<file path="config.mk">
export PLATFORM = sky130hd
export DESIGN_NAME = spi_cfg_loader
export DESIGN_NICKNAME = d
export VERILOG_FILES = /design/src/rtl/cfg_loader_pkg.sv /design/src/rtl/spi_byte_engine.sv /design/src/rtl/cfg_timer.sv /design/src/rtl/cfg_seq.sv /design/src/rtl/spi_cfg_loader.sv
export SDC_FILE = /design/constraint.sdc
export NUM_CORES = 1
export LEC_CHECK = 0
export CAP_MARGIN = 20
export CELL_PAD_IN_SITES_DETAIL_PLACEMENT = 1
export CELL_PAD_IN_SITES_GLOBAL_PLACEMENT = 2
export CORE_MARGIN = 1.5
export CORE_UTILIZATION = 36
export CTS_CLUSTER_DIAMETER = 200
export CTS_CLUSTER_SIZE = 25
export DETAILED_ROUTE_END_ITERATION = 8
export GPL_TIMING_DRIVEN = 0
export PLACE_DENSITY = 0.88
export SYNTH_ARGS = -nofsm -noshare
export SYNTH_HDL_FRONTEND = slang
export SYNTH_SLANG_ARGS = --single-unit
export TNS_END_PERCENT = 10
</file>
<file path="constraint.sdc">
create_clock -name clk -period 3 [get_ports clk]
set_clock_uncertainty 0.15 [all_clocks]
set_input_delay 0.75 -clock clk [delete_from_list [all_inputs] [get_ports clk]]
set_output_delay 0.75 -clock clk [all_outputs]
set_load 0.01 [all_outputs]
</file>
<file path="src/rtl/cfg_loader_pkg.sv">
package cfg_loader_pkg;
  typedef enum logic [2:0] {
    ERR_NONE  = 3'd0,
    ERR_LEN   = 3'd1,
    ERR_STAT  = 3'd2,
    ERR_ENRES = 3'd3,
    ERR_TOUT  = 3'd4
  } err_e;

  typedef enum logic [2:0] {
    STEP_EN, STEP_RD, STEP_PRG, STEP_FRM, STEP_DIS, STEP_REL
  } step_e;

  localparam logic [7:0] OP_STATUS  = 8'h00;
  localparam logic [7:0] OP_RDDATA  = 8'h01;
  localparam logic [7:0] OP_PGM_ON  = 8'h0B;
  localparam logic [7:0] OP_PGM_OFF = 8'h0C;
  localparam logic [7:0] OP_FINIT   = 8'hAE;
  localparam logic [7:0] OP_FRAME   = 8'hEE;
  localparam logic [7:0] OP_RELEASE = 8'h23;
  localparam logic [7:0] ARG_PRGMOD = 8'h01;

  localparam logic [7:0] ST_BUSY  = 8'h01;
  localparam logic [7:0] ST_READY = 8'h02;
endpackage

</file>
<file path="src/rtl/spi_byte_engine.sv">
module spi_byte_engine #(
  parameter int DIV = 2
) (
  input  logic       clk,
  input  logic       rst,
  input  logic       req,
  input  logic [7:0] tx,
  output logic       busy,
  output logic       done,
  output logic [7:0] rx,
  output logic       sclk,
  output logic       mosi,
  input  logic       miso
);
  localparam int CW = (DIV > 1) ? $clog2(DIV) : 1;

  logic [CW-1:0] cnt;
  logic [2:0]    bitn;
  logic [7:0]    sh;

  always_ff @(posedge clk) begin
    if (rst) begin
      busy <= 1'b0; done <= 1'b0; rx <= 8'h00; sclk <= 1'b0;
      mosi <= 1'b0; cnt <= '0; bitn <= 3'd0; sh <= 8'h00;
    end else begin
      done <= 1'b0;
      if (!busy) begin
        if (req) begin
          busy <= 1'b1; sh <= tx; mosi <= tx[7];
          cnt <= '0; bitn <= 3'd0; sclk <= 1'b0;
        end
      end else if (cnt == CW'(DIV - 1)) begin
        cnt <= '0;
        if (!sclk) begin
          sclk <= 1'b1;
          rx   <= {rx[6:0], miso};
        end else begin
          sclk <= 1'b0;
          if (bitn == 3'd7) begin
            busy <= 1'b0;
            done <= 1'b1;
          end else begin
            bitn <= bitn + 3'd1;
            sh   <= {sh[6:0], 1'b0};
            mosi <= sh[6];
          end
        end
      end else begin
        cnt <= cnt + CW'(1);
      end
    end
  end

  // the serial clock rests low whenever no byte is moving
  p_sclk_idle_r2: assert property (@(posedge clk) disable iff (rst)
    !busy |-> !sclk);
  // a byte ends only after a high phase, leaving the clock low
  p_done_low_r2: assert property (@(posedge clk) disable iff (rst)
    done |-> (!sclk && !busy));
endmodule

</file>
<file path="src/rtl/cfg_timer.sv">
module cfg_timer #(
  parameter int W          = 16,
  parameter int TOUT_CYC   = 1000,
  parameter int SETTLE_CYC = 500
) (
  input  logic clk,
  input  logic rst,
  input  logic clr,
  output logic tout_hit,
  output logic settle_hit
);
  logic [W-1:0] cnt;

  always_ff @(posedge clk) begin
    if (rst || clr)      cnt <= '0;
    else if (cnt != '1)  cnt <= cnt + W'(1);
  end

  assign tout_hit   = (cnt >= W'(TOUT_CYC));
  assign settle_hit = (cnt >= W'(SETTLE_CYC));
endmodule

</file>
<file path="src/rtl/cfg_seq.sv">
module cfg_seq
  import cfg_loader_pkg::*;
#(
  parameter int LEN_W = 16
) (
  input  logic             clk,
  input  logic             rst,
  input  logic             start,
  input  logic [LEN_W-1:0] img_len,
  input  logic             finish,
  input  logic             in_valid,
  input  logic [7:0]       in_data,
  output logic             in_ready,
  output logic             busy_o,
  output logic             done_o,
  output logic             err_o,
  output logic [2:0]       code_o,
  output logic             prog_o,
  output logic             cs_n,
  output logic             xreq,
  output logic [7:0]       xtx,
  input  logic             xbusy,
  input  logic             xdone,
  input  logic [7:0]       xrx,
  output logic             tmr_clr,
  input  logic             tout_hit,
  input  logic             settle_hit
);
  localparam int FW = LEN_W - 4;

  typedef enum logic [3:0] {
    S_IDLE, S_P1, S_PG, S_P2, S_PE, S_TB, S_TD, S_TE, S_FIN, S_SET
  } st_e;

  st_e          st;
  step_e        step;
  logic [4:0]   bcnt;
  logic [FW-1:0] frames_left;
  logic [7:0]   stat;
  logic         rd_nz;
  logic         fin_pend;

  logic [7:0] mask, opcode;
  logic [4:0] nbytes;

  always_comb begin
    mask   = (step == STEP_RD) ? ST_READY : 8'h00;
    nbytes = 5'd0;
    opcode = OP_RELEASE;
    case (step)
      STEP_EN:  opcode = OP_PGM_ON;
      STEP_RD:  begin opcode = OP_RDDATA; nbytes = 5'd4; end
      STEP_PRG: begin opcode = OP_FINIT;  nbytes = 5'd1; end
      STEP_FRM: begin opcode = OP_FRAME;  nbytes = 5'd16; end
      STEP_DIS: opcode = OP_PGM_OFF;
      default:  opcode = OP_RELEASE;
    endcase
  end

  assign in_ready = (st == S_TD);

  always_ff @(posedge clk) begin
    if (rst) begin
      st <= S_IDLE; step <= STEP_EN; bcnt <= '0; frames_left <= '0;
      stat <= 8'h00; rd_nz <= 1'b0; fin_pend <= 1'b0;
      busy_o <= 1'b0; done_o <= 1'b0; err_o <= 1'b0; code_o <= ERR_NONE;
      prog_o <= 1'b0; cs_n <= 1'b1; xreq <= 1'b0; xtx <= 8'h00; tmr_clr <= 1'b0;
    end else begin
      xreq    <= 1'b0;
      tmr_clr <= 1'b0;
      if (finish && st != S_IDLE) fin_pend <= 1'b1;
      case (st)
        S_IDLE: if (start) begin
          done_o <= 1'b0; err_o <= 1'b0; code_o <= ERR_NONE;
          fin_pend <= 1'b0; prog_o <= 1'b0;
          if (img_len[3:0] != 4'd0) begin
            err_o <= 1'b1; code_o <= ERR_LEN;
          end else begin
            busy_o <= 1'b1; frames_left <= img_len[LEN_W-1:4];
            step <= STEP_EN; tmr_clr <= 1'b1;
            cs_n <= 1'b0; xreq <= 1'b1; xtx <= OP_STATUS; st <= S_P1;
          end
        end
        S_P1: if (xdone) begin cs_n <= 1'b1; st <= S_PG; end
        S_PG: begin cs_n <= 1'b0; xreq <= 1'b1; xtx <= OP_STATUS; st <= S_P2; end
        S_P2: if (xdone) begin cs_n <= 1'b1; stat <= xrx; st <= S_PE; end
        S_PE: begin
          if (stat[3] || stat[2]) begin
            err_o <= 1'b1; code_o <= ERR_STAT; busy_o <= 1'b0; st <= S_IDLE;
          end else if ((stat & (ST_BUSY | mask)) == mask) begin
            cs_n <= 1'b0; xreq <= 1'b1; xtx <= opcode;
            bcnt <= '0; rd_nz <= 1'b0; st <= S_TB;
          end else if (tout_hit) begin
            err_o <= 1'b1; code_o <= ERR_TOUT; busy_o <= 1'b0; st <= S_IDLE;
          end else begin
            cs_n <= 1'b0; xreq <= 1'b1; xtx <= OP_STATUS; st <= S_P1;
          end
        end
        S_TB: if (xdone) begin
          if (step == STEP_RD && bcnt != 5'd0 && xrx != 8'h00) rd_nz <= 1'b1;
          if (bcnt == nbytes) begin
            cs_n <= 1'b1; st <= S_TE;
          end else begin
            bcnt <= bcnt + 5'd1;
            if (step == STEP_FRM) st <= S_TD;
            else begin
              xreq <= 1'b1;
              xtx  <= (step == STEP_PRG) ? ARG_PRGMOD : 8'h00;
            end
          end
        end
        S_TD: if (in_valid) begin xreq <= 1'b1; xtx <= in_data; st <= S_TB; end
        S_TE: begin
          case (step)
            STEP_EN: begin
              step <= STEP_RD; tmr_clr <= 1'b1;
              cs_n <= 1'b0; xreq <= 1'b1; xtx <= OP_STATUS; st <= S_P1;
            end
            STEP_RD: begin
              if (rd_nz) begin
                err_o <= 1'b1; code_o <= ERR_ENRES; busy_o <= 1'b0; st <= S_IDLE;
              end else begin
                step <= STEP_PRG; tmr_clr <= 1'b1;
                cs_n <= 1'b0; xreq <= 1'b1; xtx <= OP_STATUS; st <= S_P1;
              end
            end
            STEP_PRG: begin
              prog_o <= 1'b1;
              if (frames_left != '0) begin
                step <= STEP_FRM; tmr_clr <= 1'b1;
                cs_n <= 1'b0; xreq <= 1'b1; xtx <= OP_STATUS; st <= S_P1;
              end else st <= S_FIN;
            end
            STEP_FRM: begin
              frames_left <= frames_left - FW'(1);
              if (frames_left == FW'(1)) st <= S_FIN;
              else begin
                tmr_clr <= 1'b1;
                cs_n <= 1'b0; xreq <= 1'b1; xtx <= OP_STATUS; st <= S_P1;
              end
            end
            STEP_DIS: begin tmr_clr <= 1'b1; st <= S_SET; end
            default: begin
              prog_o <= 1'b0; done_o <= 1'b1; busy_o <= 1'b0; st <= S_IDLE;
            end
          endcase
        end
        S_FIN: if (fin_pend || finish) begin
          fin_pend <= 1'b0; step <= STEP_DIS; tmr_clr <= 1'b1;
          cs_n <= 1'b0; xreq <= 1'b1; xtx <= OP_STATUS; st <= S_P1;
        end
        S_SET: if (settle_hit && !tmr_clr) begin
          step <= STEP_REL; tmr_clr <= 1'b1;
          cs_n <= 1'b0; xreq <= 1'b1; xtx <= OP_STATUS; st <= S_P1;
        end
        default: st <= S_IDLE;
      endcase
    end
  end

  // every byte on the wire is framed by an asserted chip select
  p_cs_framed_r3: assert property (@(posedge clk) disable iff (rst)
    xbusy |-> !cs_n);
  // image bytes are only taken while the target is in program mode
  p_ready_prog_r8: assert property (@(posedge clk) disable iff (rst)
    in_ready |-> prog_o);
  // completion and failure never show together
  p_excl_r11: assert property (@(posedge clk) disable iff (rst)
    !(done_o && err_o));
  // a misaligned length fails on the following cycle
  p_len_r9: assert property (@(posedge clk) disable iff (rst)
    (st == S_IDLE && start && img_len[3:0] != 4'd0) |=> (err_o && code_o == ERR_LEN && cs_n));
  // a finished load leaves program mode
  p_prog_clear_r10: assert property (@(posedge clk) disable iff (rst)
    $rose(done_o) |-> !prog_o);
endmodule

</file>
<file path="src/rtl/spi_cfg_loader.sv">
module spi_cfg_loader #(
  parameter int CLK_HZ    = 100_000_000,
  parameter int SCLK_DIV  = 2,
  parameter int TOUT_US   = 2_000_000,
  parameter int SETTLE_US = 1500,
  parameter int LEN_W     = 16
) (
  input  logic             clk,
  input  logic             rst,
  input  logic             start,
  input  logic [LEN_W-1:0] img_len,
  input  logic             finish,
  input  logic             in_valid,
  input  logic [7:0]       in_data,
  output logic             in_ready,
  output logic             busy,
  output logic             done,
  output logic             error,
  output logic [2:0]       err_code,
  output logic             prog_mode,
  output logic             sclk,
  output logic             mosi,
  output logic             cs_n,
  input  logic             miso
);
  localparam int CYC_PER_US = CLK_HZ / 1_000_000;
  localparam int TOUT_CYC   = CYC_PER_US * TOUT_US;
  localparam int SETTLE_CYC = CYC_PER_US * SETTLE_US;
  localparam int TW         = $clog2(TOUT_CYC + SETTLE_CYC + 2);

  logic       xreq, xbusy, xdone, tmr_clr, tout_hit, settle_hit;
  logic [7:0] xtx, xrx;

  spi_byte_engine #(.DIV(SCLK_DIV)) u_eng (
    .clk(clk), .rst(rst), .req(xreq), .tx(xtx), .busy(xbusy), .done(xdone),
    .rx(xrx), .sclk(sclk), .mosi(mosi), .miso(miso)
  );

  cfg_timer #(.W(TW), .TOUT_CYC(TOUT_CYC), .SETTLE_CYC(SETTLE_CYC)) u_tmr (
    .clk(clk), .rst(rst), .clr(tmr_clr), .tout_hit(tout_hit), .settle_hit(settle_hit)
  );

  cfg_seq #(.LEN_W(LEN_W)) u_seq (
    .clk(clk), .rst(rst), .start(start), .img_len(img_len), .finish(finish),
    .in_valid(in_valid), .in_data(in_data), .in_ready(in_ready),
    .busy_o(busy), .done_o(done), .err_o(error), .code_o(err_code), .prog_o(prog_mode),
    .cs_n(cs_n), .xreq(xreq), .xtx(xtx), .xbusy(xbusy), .xdone(xdone), .xrx(xrx),
    .tmr_clr(tmr_clr), .tout_hit(tout_hit), .settle_hit(settle_hit)
  );
endmodule

</file>
==> out/metrics.csv, run 1 <==
metric,value,unit
outcome,finished clean,
synthFlopType,dfxtp_1,
path_cells,"clkbuf_8, clkbuf_2, nor3b_4, clkdlybuf4s50_1",
die_area,16100,sq um
rows,45,
place_area,6130,sq um
r2r-start,u_seq.step[1],
rsz0062_at_grt,false,
numCtsBuffers,9,
place_hpwl,12700,um
place_inst,890,
timing.final.crit_share,0.968,
finalPower,3.36,mW
p_int,2.42,mW
cap_viol_max_count,0,
grt_pass1_vias,5434,
leakagePower,2.32,nW
crit_required,2100,ps
fill_cells,1836,
synth_fp_nets,703,
min_path_type,register to register,
seq_power_share,0.438,
r2r_slack,280,ps
path_class,register to primary output,
endpoint_kind,primary output,
gr-usage-met1,0.305,
pre_cts_ws,-426,ps
critPathLaunch,u_seq.st[1],
wl,17300,um
io_pins,41,
dr.pass1.iters,5,
swShare,0.278,
power.density,518,nW/um^2
netlist_top_cells_area,"dfxtp_1, nor2_1, nand2_1, a21oi_1, mux2i_1",
slew_viol_final,0,
cts_sinks,99,
cts-root-buf,clkbuf_16,
clk_latency,350,ps
grt_max_degree,16,
instances_no_fill,909,
holdWs,314,ps
avgRoutedWirePerCell,19.0,um
grt_busiest_layer,met2,
setup_ws,94.9,ps
synth-edff-count,0,
synth_cells,664,
die_y,127,um
synth_cell_types,81,
synth_area,5510,sq um
path_clk_slew,70,ps
syn_to_final_growth,17.5,%
drive_gt1_frac,0.103,
antenna_found_initial,0,
crit_fanout,10,
globalplace.congestion,0.846,
grtUsageMet2,0.370,
cp_slowest_stage_delay,590,ps
cts_htree_levels,3,
p_clk_frac,0.376,
port_buffers,38,
final-setup-viol-count,0,
fp.dieW,127,um
initial_utilization,0.365,
peakVddDrop,0.282,mV
synthArstFlopShare,0,
globalRouteMet3Util,0.0299,
synth_top_area_cell,dfxtp_1,
ys_warn_count,0,
max_freq,344,MHz
fin_util,0.429,
synth.avg_cell_area,8.30,sq um
ant_nets,0,
startpoint_type,register,
arrival,2010,ps
vias,5219,
grt_usage,0.225,
diodes,0,
r2r-end,u_seq.xtx[5],
endpoint,in_ready,
p_sw,933,uW
combPwrFrac,0.186,
tightest_slew,812,ps
fin_nets,755,
ctsLongestPathBuffers,2,
grt_overflow,0,
core,15100,sq um
drt_iter0_drc,451,
ctsHoldBuffers,0,
reg2reg_depth,8,
grt_pass1_wl,28700,um
post-route-min-period,2910,ps
hold_violations,0,
cts_tree,done,
fin_setup_tns,0,ps
ys_ff_latch,99,
relSlewSlack,0.458,
finish.instance_area,6480,sq um
ys_seq_area_frac,0.360,
crit_slowest_cell,clkdlybuf4s50_1,
drc,0,
vias_per_cell,5.74,
synth_top_area_share,0.360,
worst min path at each step:
stage | startpoint | to | slack (ps) | depth (start not counted)
2_1_floorplan | u_eng.sh[0] | u_eng.sh[0] | 280 | 2
6_report | u_eng.sh[0] | u_eng.sh[0] | 310 | 2
5_1_grt | u_eng.sh[0] | u_eng.sh[0] | 340 | 2
3_5_place_dp | u_eng.sh[0] | u_eng.sh[0] | 310 | 2
3_3_place_gp | u_eng.rx[7] | u_eng.rx[7] | 300 | 2
4_1_cts | u_eng.sh[0] | u_eng.sh[0] | 320 | 2
power by group through the flow:
stage               Combinational (mW)  Sequential (mW)  Clock (mW)
finish                           0.624             1.47        1.26
global route                     0.680             1.48        1.33
CTS                              0.621             1.47        1.29
detailed placement               0.612             1.50           0
global placement                 0.591             1.49           0
floorplan                        0.428             1.48           0
placed cells by master (no fill, tap or decap), drive strengths merged, types with 4 or more instances in the layout:
| cell | n |
|---|---|
| clkbuf | 39 |
| nand3b | 4 |
| mux2i | 17 |
| xor2 | 19 |
| nor4 | 12 |
| or3b | 4 |
| or3 | 6 |
| nand2 | 62 |
| xnor2 | 7 |
| and4 | 4 |
| a21oi | 46 |
| or2 | 6 |
| a311oi | 4 |
| nor2 | 91 |
| clkdlybuf4s50 | 38 |
| and2 | 7 |
| a211oi | 25 |
| a22oi | 11 |
| and3 | 10 |
| dfxtp | 99 |
| o31ai | 5 |
| nand2b | 5 |
| a41oi | 9 |
| o21ai | 25 |
| o211ai | 6 |
| inv | 15 |
| nand4 | 16 |
| a21o | 5 |
| nor3 | 19 |
| nand3 | 23 |
| ha | 9 |
| a31oi | 6 |
| buf | 17 |
routing by layer:
layer | vias to the layer above | wire, um
li1 | 2539 | -
met4 | 0 | 262
met2 | 85 | 8080
met5 | - | 0
met3 | 18 | 588
met1 | 2577 | 8370
worst max-delay path: cells and delay by family (launching register included):
kind / cells / cell delay (ps)
buffers and inverters: 3 / 990
DFF: 1 / 350
and+or+nand+nor: 1 / 320
Yosys cell counts (8+ instances only):
cell	count
dfxtp_1	99
nor2_1	91
nand2_1	62
a21oi_1	46
nand3_1	23
o21ai_0	23
clkbuf_1	19
nor3_1	19
xor2_1	19
a211oi_1	17
mux2i_1	17
inv_1	15
nand4_1	14
a22oi_1	11
nor4_1	10
a41oi_1	9
ha_1	9
a211oi_2	8
kinds of logic (layout without fill, tap and decap cells):
group	after synthesis	count (layout)	synth area share
simple gates	281	281	0.261
compound gates	174	174	0.225
flops	99	99	0.360
buf+inv	56	113	0.0574
xor+xnor	26	26	0.0413
mux	19	19	0.0350
fa+ha+maj	9	9	0.0204
flip-flops by register name, summed over array words and instances (netlist names), 3 cells and up:
signal / flops
u_eng.bitn: 3
u_eng.rx: 8
u_eng.sh: 7
u_seq.bcnt: 5
u_seq.code_o: 3
u_seq.frames_left: 12
u_seq.st: 4
u_seq.stat: 4
u_seq.step: 3
u_seq.xtx: 8
u_tmr.cnt: 28
final cells by class:
type / instances / area [sq um] / share of cell area
Clock inverter: 4 / 75.1 / 0.0116
Timing Repair Buffer: 41 / 403 / 0.0622
Clock buffer: 12 / 236 / 0.0365
Inverter: 15 / 56.3 / 0.00869
Tap cell: 188 / 235 / 0.0363
Sequential cell: 99 / 1980 / 0.306
Buffer: 41 / 262 / 0.0404
Multi-Input combinational cell: 509 / 3230 / 0.498
what timing repair did:
| action | in CTS | in global routing |
|---|---|---|
| resized for setup | 3 | 0 |
| hold endpoints to repair | 0 | 0 |
| setup endpoints to repair | 9 | 8 |
| setup buffers | 1 | 2 |
| pin swaps | 0 | 1 |
Note: power is estimated with default switching activity, not from simulation.
==> run 2: changes to the inputs <==
Settings changed: CAP_MARGIN 20 to 10, PLACE_DENSITY 0.88 to not set, PLACE_DENSITY_LB_ADDON set to 0.15.
==> run 2 against run 1 <==
Compared with the run above: utilization fell by 0.24 points; critical path type unchanged; total power decreased by 3.6%; non-clock buffer count fell by 2; sequential cell count unchanged; hold slack worse by 2.7 ps.
==> out/metrics.csv, run 2 (synthesis gave the netlist of run 1 again) <==
metric,value,unit,change
cts-root-buf,clkbuf_16,,unchanged
path_class,register to primary output,,unchanged
initial_utilization,0.365,,unchanged
slew_viol_final,0,,unchanged
cap_viol_max_count,0,,unchanged
antenna_found_initial,0,,unchanged
place_hpwl,13000,um,was 12700 um
p_int,2.28,mW,was 2.42 mW
grt_pass1_wl,27900,um,was 28700 um
top_regs,"u_tmr.cnt (28), u_seq.frames_left (12)",,unchanged
die_y,127,um,unchanged
vias_per_cell,5.69,,was 5.74
drt_iter0_drc,317,,was 451
drive_gt1_frac,0.104,,was 0.103
tightest_slew,889,ps,was 812 ps
rsz0062_at_grt,false,,unchanged
setup_ws,72.8,ps,was 94.9 ps
fin_nets,753,,was 755
max_freq,342,MHz,was 344 MHz
outcome,finished clean,,unchanged
ctsHoldBuffers,0,,unchanged
drc,0,,unchanged
top_register,u_tmr.cnt,,unchanged
dr.pass1.iters,5,,unchanged
leakagePower,2.30,nW,was 2.32 nW
crit_required,2100,ps,about the same
p_clk_frac,0.356,,was 0.376
grt_usage,0.221,,was 0.225
min_path_type,register to register,,unchanged
syn_to_final_growth,16.9,%,was 17.5%
power.density,502,nW/um^2,was 518 nW/um^2
combPwrFrac,0.191,,was 0.186
avgRoutedWirePerCell,19.0,um,about the same
final-setup-viol-count,0,,unchanged
cts_tree,done,,unchanged
vias,5160,,was 5219
grt_overflow,0,,unchanged
most-common-layout-cells,"dfxtp_1, nor2_1, nand2_1",,unchanged
relSlewSlack,0.402,,was 0.458
seq_power_share,0.453,,was 0.438
port_buffers,38,,unchanged
crit_fanout,8,,was 10
grt_pass1_vias,5338,,was 5434
largest_reg_flops,28,,unchanged
ant_nets,0,,unchanged
fp.dieW,127,um,unchanged
swShare,0.295,,was 0.278
fin_util,0.427,,was 0.429
path_clk_slew,70,ps,about the same
ctsLongestPathBuffers,2,,unchanged
grt_max_degree,20,,was 16
timing.final.crit_share,0.976,,was 0.968
peakVddDrop,0.380,mV,was 0.282 mV
cts_sinks,99,,unchanged
pre_cts_ws,-444,ps,was -426 ps
clk_latency,360,ps,was 350 ps
cts_htree_levels,3,,unchanged
wl,17300,um,about the same
post-route-min-period,2930,ps,was 2910 ps
core,15100,sq um,unchanged
endpoint_kind,primary output,,unchanged
startpoint_type,register,,unchanged
die_area,16100,sq um,unchanged
arrival,2030,ps,was 2010 ps
fill_cells,1831,,was 1836
rows,45,,unchanged
hold_violations,0,,unchanged
mostFrequentLayoutCell,dfxtp_1,,unchanged
io_pins,41,,unchanged
p_sw,954,uW,was 933 uW
diodes,0,,unchanged
numCtsBuffers,9,,unchanged
globalplace.congestion,0.840,,was 0.846
-- run 2: cell count changes in the layout (fill, tap and decap cells not counted), sizes merged --
cell	previous run	this run
clkbuf	39	36
bufinv	2	0
inv	15	17
buf	17	16
clkinv	0	1
clkinvlp	2	3
-- run 2: final timing paths --
path                            slack (ps)           from  depth (start not counted)           end
worst max-delay path                    70    u_seq.st[2]                          4      in_ready
worst min-delay path                   310    u_eng.rx[7]                          2   u_eng.rx[7]
worst max register to register         390  u_seq.step[2]                          9  u_seq.xtx[7]
worst min register to register         310    u_eng.rx[7]                          2   u_eng.rx[7]
-- run 2: worst max-delay path, stage by stage (launching register included) --
cell             delay (ps)
dfxtp_1                 310
clkbuf_2                200
nand2b_1                200
nor3b_4                 350
clkdlybuf4s50_1         600
-- run 2: final cells by class --
class	instances	area [sq um]	share of cell area
Sequential cell	99	1980	0.308
Buffer	40	256	0.0398
Clock inverter	6	48.8	0.00758
Multi-Input combinational cell	509	3230	0.501
Clock buffer	10	239	0.0371
Timing Repair Buffer	40	395	0.0614
Inverter	15	56.3	0.00874
Tap cell	188	235	0.0365
-- run 2: power groups by stage --
stage,Combinational (mW),Sequential [mW],Clock [mW]
after global placement,0.600,1.49,0
after global routing,0.684,1.48,1.24
after detailed placement,0.614,1.49,0
after CTS,0.621,1.46,1.18
after floorplan,0.428,1.48,0
final,0.619,1.46,1.15
-- run 2: routing by layer --
metal  GRT usage  wire [um]  part of all wire  vias to the layer above
met3      0.0460        462             0.027                       21
met5           0          0                 0                        -
met1       0.268       7860              0.45                     2530
met2       0.395       8700              0.50                       78
met4      0.0642        256             0.015                        0
li1            -          -                 -                     2531
-- run 2: through the flow --
step           TNS [ps]  power (mW)  hold slack [ps]  cell area, sq um  cells
3_5_place_dp      -6230        2.11              305              6130    890
2_1_floorplan         0        1.91              282              5510    664
4_1_cts               0        3.26              315              6430    906
5_1_grt               0        3.40              341              6440    907
6_report              0        3.24              311              6440    907
3_3_place_gp      -5790        2.09              300              6130    890
-- run 2: what timing repair did --
item,4_1_cts,5_1_grt
gates resized for setup,2,0
setup endpoints to repair,9,8
setup buffers,1,1
pin swaps,0,1
==> run 3: changes to the inputs <==
Clock period 3 ns to 3.3 ns, I/O delays scaled along.
==> run 3 against run 2 <==
Compared with the run above: worst setup slack improved by 65 ps; sequential share of layout area barely moved; via count fell by 0.33%; wire length barely moved; hold slack barely moved; non-clock buffer count did not move; clock-buffer cell count did not move; critical path type unchanged; critical endpoint unchanged.
==> out/metrics.csv, run 3 (synthesis gave the netlist of run 1 again) <==
metric,value,unit,change
fill_cells,1833,,was 1831
grt_overflow,0,,unchanged
vias_per_cell,5.67,,was 5.69
clk_latency,360,ps,about the same
drive_gt1_frac,0.103,,was 0.104
mostFrequentLayoutCell,dfxtp_1,,unchanged
dr.pass1.iters,4,,was 5
holdWs,311,ps,about the same
cp_num_buf_inv,3,,was 2
fin_util,0.427,,about the same
arrival,2190,ps,was 2030 ps
port_buffers,38,,unchanged
diodes,0,,unchanged
crit_fanout,10,,was 8
top_regs,"u_tmr.cnt (28), u_seq.frames_left (12)",,unchanged
regArea,1980,sq um,unchanged
finalPower,2.94,mW,was 3.24 mW
drc,0,,unchanged
place_hpwl,13000,um,unchanged
crit_slowest_cell,clkdlybuf4s50_1,,unchanged
drt_iter0_drc,335,,was 317
tightest_slew,923,ps,was 889 ps
path_clk_slew,70,ps,about the same
leakagePower,2.30,nW,about the same
post-route-min-period,3160,ps,
final-setup-viol-count,0,,unchanged
cts_sinks,99,,unchanged
top_register,u_tmr.cnt,,unchanged
die_area,16100,sq um,unchanged
ant_nets,0,,unchanged
ctsHoldBuffers,0,,unchanged
rsz0062_at_grt,false,,unchanged
relSlewSlack,0.379,,was 0.402
grt_pass1_wl,27900,um,about the same
ctsLongestPathBuffers,2,,unchanged
outcome,finished clean,,unchanged
wl,17300,um,about the same
place_area,6130,sq um,unchanged
finish.instance_area,6440,sq um,about the same
numCtsBuffers,9,,unchanged
initial_utilization,0.365,,unchanged
path_class,register to primary output,,unchanged
cp_slowest_stage_delay,600,ps,about the same
grt_usage,0.221,,about the same
power.density,457,nW/um^2,was 502 nW/um^2
syn_to_final_growth,16.8,%,was 16.9%
slew_viol_final,0,,unchanged
endpoint_kind,primary output,,unchanged
peakVddDrop,0.345,mV,was 0.380 mV
startpoint_type,register,,unchanged
largest_reg_flops,28,,unchanged
core,15100,sq um,unchanged
fp.dieW,127,um,unchanged
crit_family,buffers and inverters,,unchanged
fin_nets,753,,unchanged
cts_htree_levels,3,,unchanged
vias,5143,,was 5160
cts_tree,done,,unchanged
timing.final.crit_share,0.958,,
die_y,127,um,unchanged
io_pins,41,,unchanged
hold_violations,0,,unchanged
path_cells,"clkbuf_8, clkbuf_1, nor3b_4, clkdlybuf4s50_1",,"was clkbuf_2, nand2b_1, nor3b_4, clkdlybuf4s50_1"
globalplace.congestion,0.840,,unchanged
rows,45,,unchanged
avgRoutedWirePerCell,19.0,um,about the same
min_path_type,register to register,,unchanged
grt_max_degree,18,,was 20
cap_viol_max_count,0,,unchanged
crit_required,2320,ps,was 2100 ps
fin_setup_tns,0,ps,unchanged
multiInputGateArea,3230,sq um,unchanged
antenna_found_initial,0,,unchanged
max_freq,316,MHz,
cts-root-buf,clkbuf_16,,unchanged
most-common-layout-cells,"dfxtp_1, nor2_1, nand2_1",,unchanged
grt_pass1_vias,5350,,was 5338
[run 3: changes by cell type in the layout (fill, tap and decap cells not counted), sizes merged]
cell	previous run	this run
buf	16	15
clkbuf	36	37
[run 3: final timing paths]
kind	start	to	slack [ps]	cells past startpoint
hold / removal	u_eng.rx[7]	u_eng.rx[7]	310	2
hold reg to reg	u_eng.rx[7]	u_eng.rx[7]	310	2
setup / recovery	u_seq.st[1]	in_ready	140	4
setup reg to reg	u_seq.step[2]	u_seq.xtx[7]	680	9
[run 3: timing repair]
| action | CTS | global route |
|---|---|---|
| cloned | 0 | 0 |
| pin swaps | 0 | 0 |
| endpoints found under the setup margin | 1 | 7 |
| resized for setup | 1 | 1 |
| buffers inserted | 1 | 0 |
[run 3: per-layer routing]
layer	global-route usage	vias to the layer above	wire length, um
li1	-	2535	-
met2	0.395	81	8700
met3	0.0451	21	483
met1	0.268	2506	7860
met5	0	-	0
met4	0.0655	0	237
[run 3: cell type report]
class,count,area share
clock buffers,10,0.0371
repair buffers,39,0.0603
multi-input cells,509,0.501
plain buffers,41,0.0404
flip-flops and latches,99,0.308
clock inverters,6,0.00758
inverters,15,0.00875
well taps,188,0.0365
[run 3: power breakdown]
group          switching [mW]  internal [mW]
Sequential             0.0535           1.28
Combinational           0.306          0.257
Clock                   0.506          0.539
[run 3: worst reg2reg max path: cells and delay by family (launching register included)]
kind / cells / cell delay (ps)
XOR/XNOR: 1 / 190
buffers and inverters: 3 / 450
AO/OA/AOI/OAI: 2 / 460
flip-flops: 1 / 310
AND/OR/NAND/NOR: 3 / 990
[run 3: per-stage QoR]
step / setup slack, ps / cells
6_report: 138 / 907
3_3_place_gp: -201 / 890
2_1_floorplan: 747 / 664
5_1_grt: 16.9 / 907
3_5_place_dp: -219 / 890
4_1_cts: 111 / 907
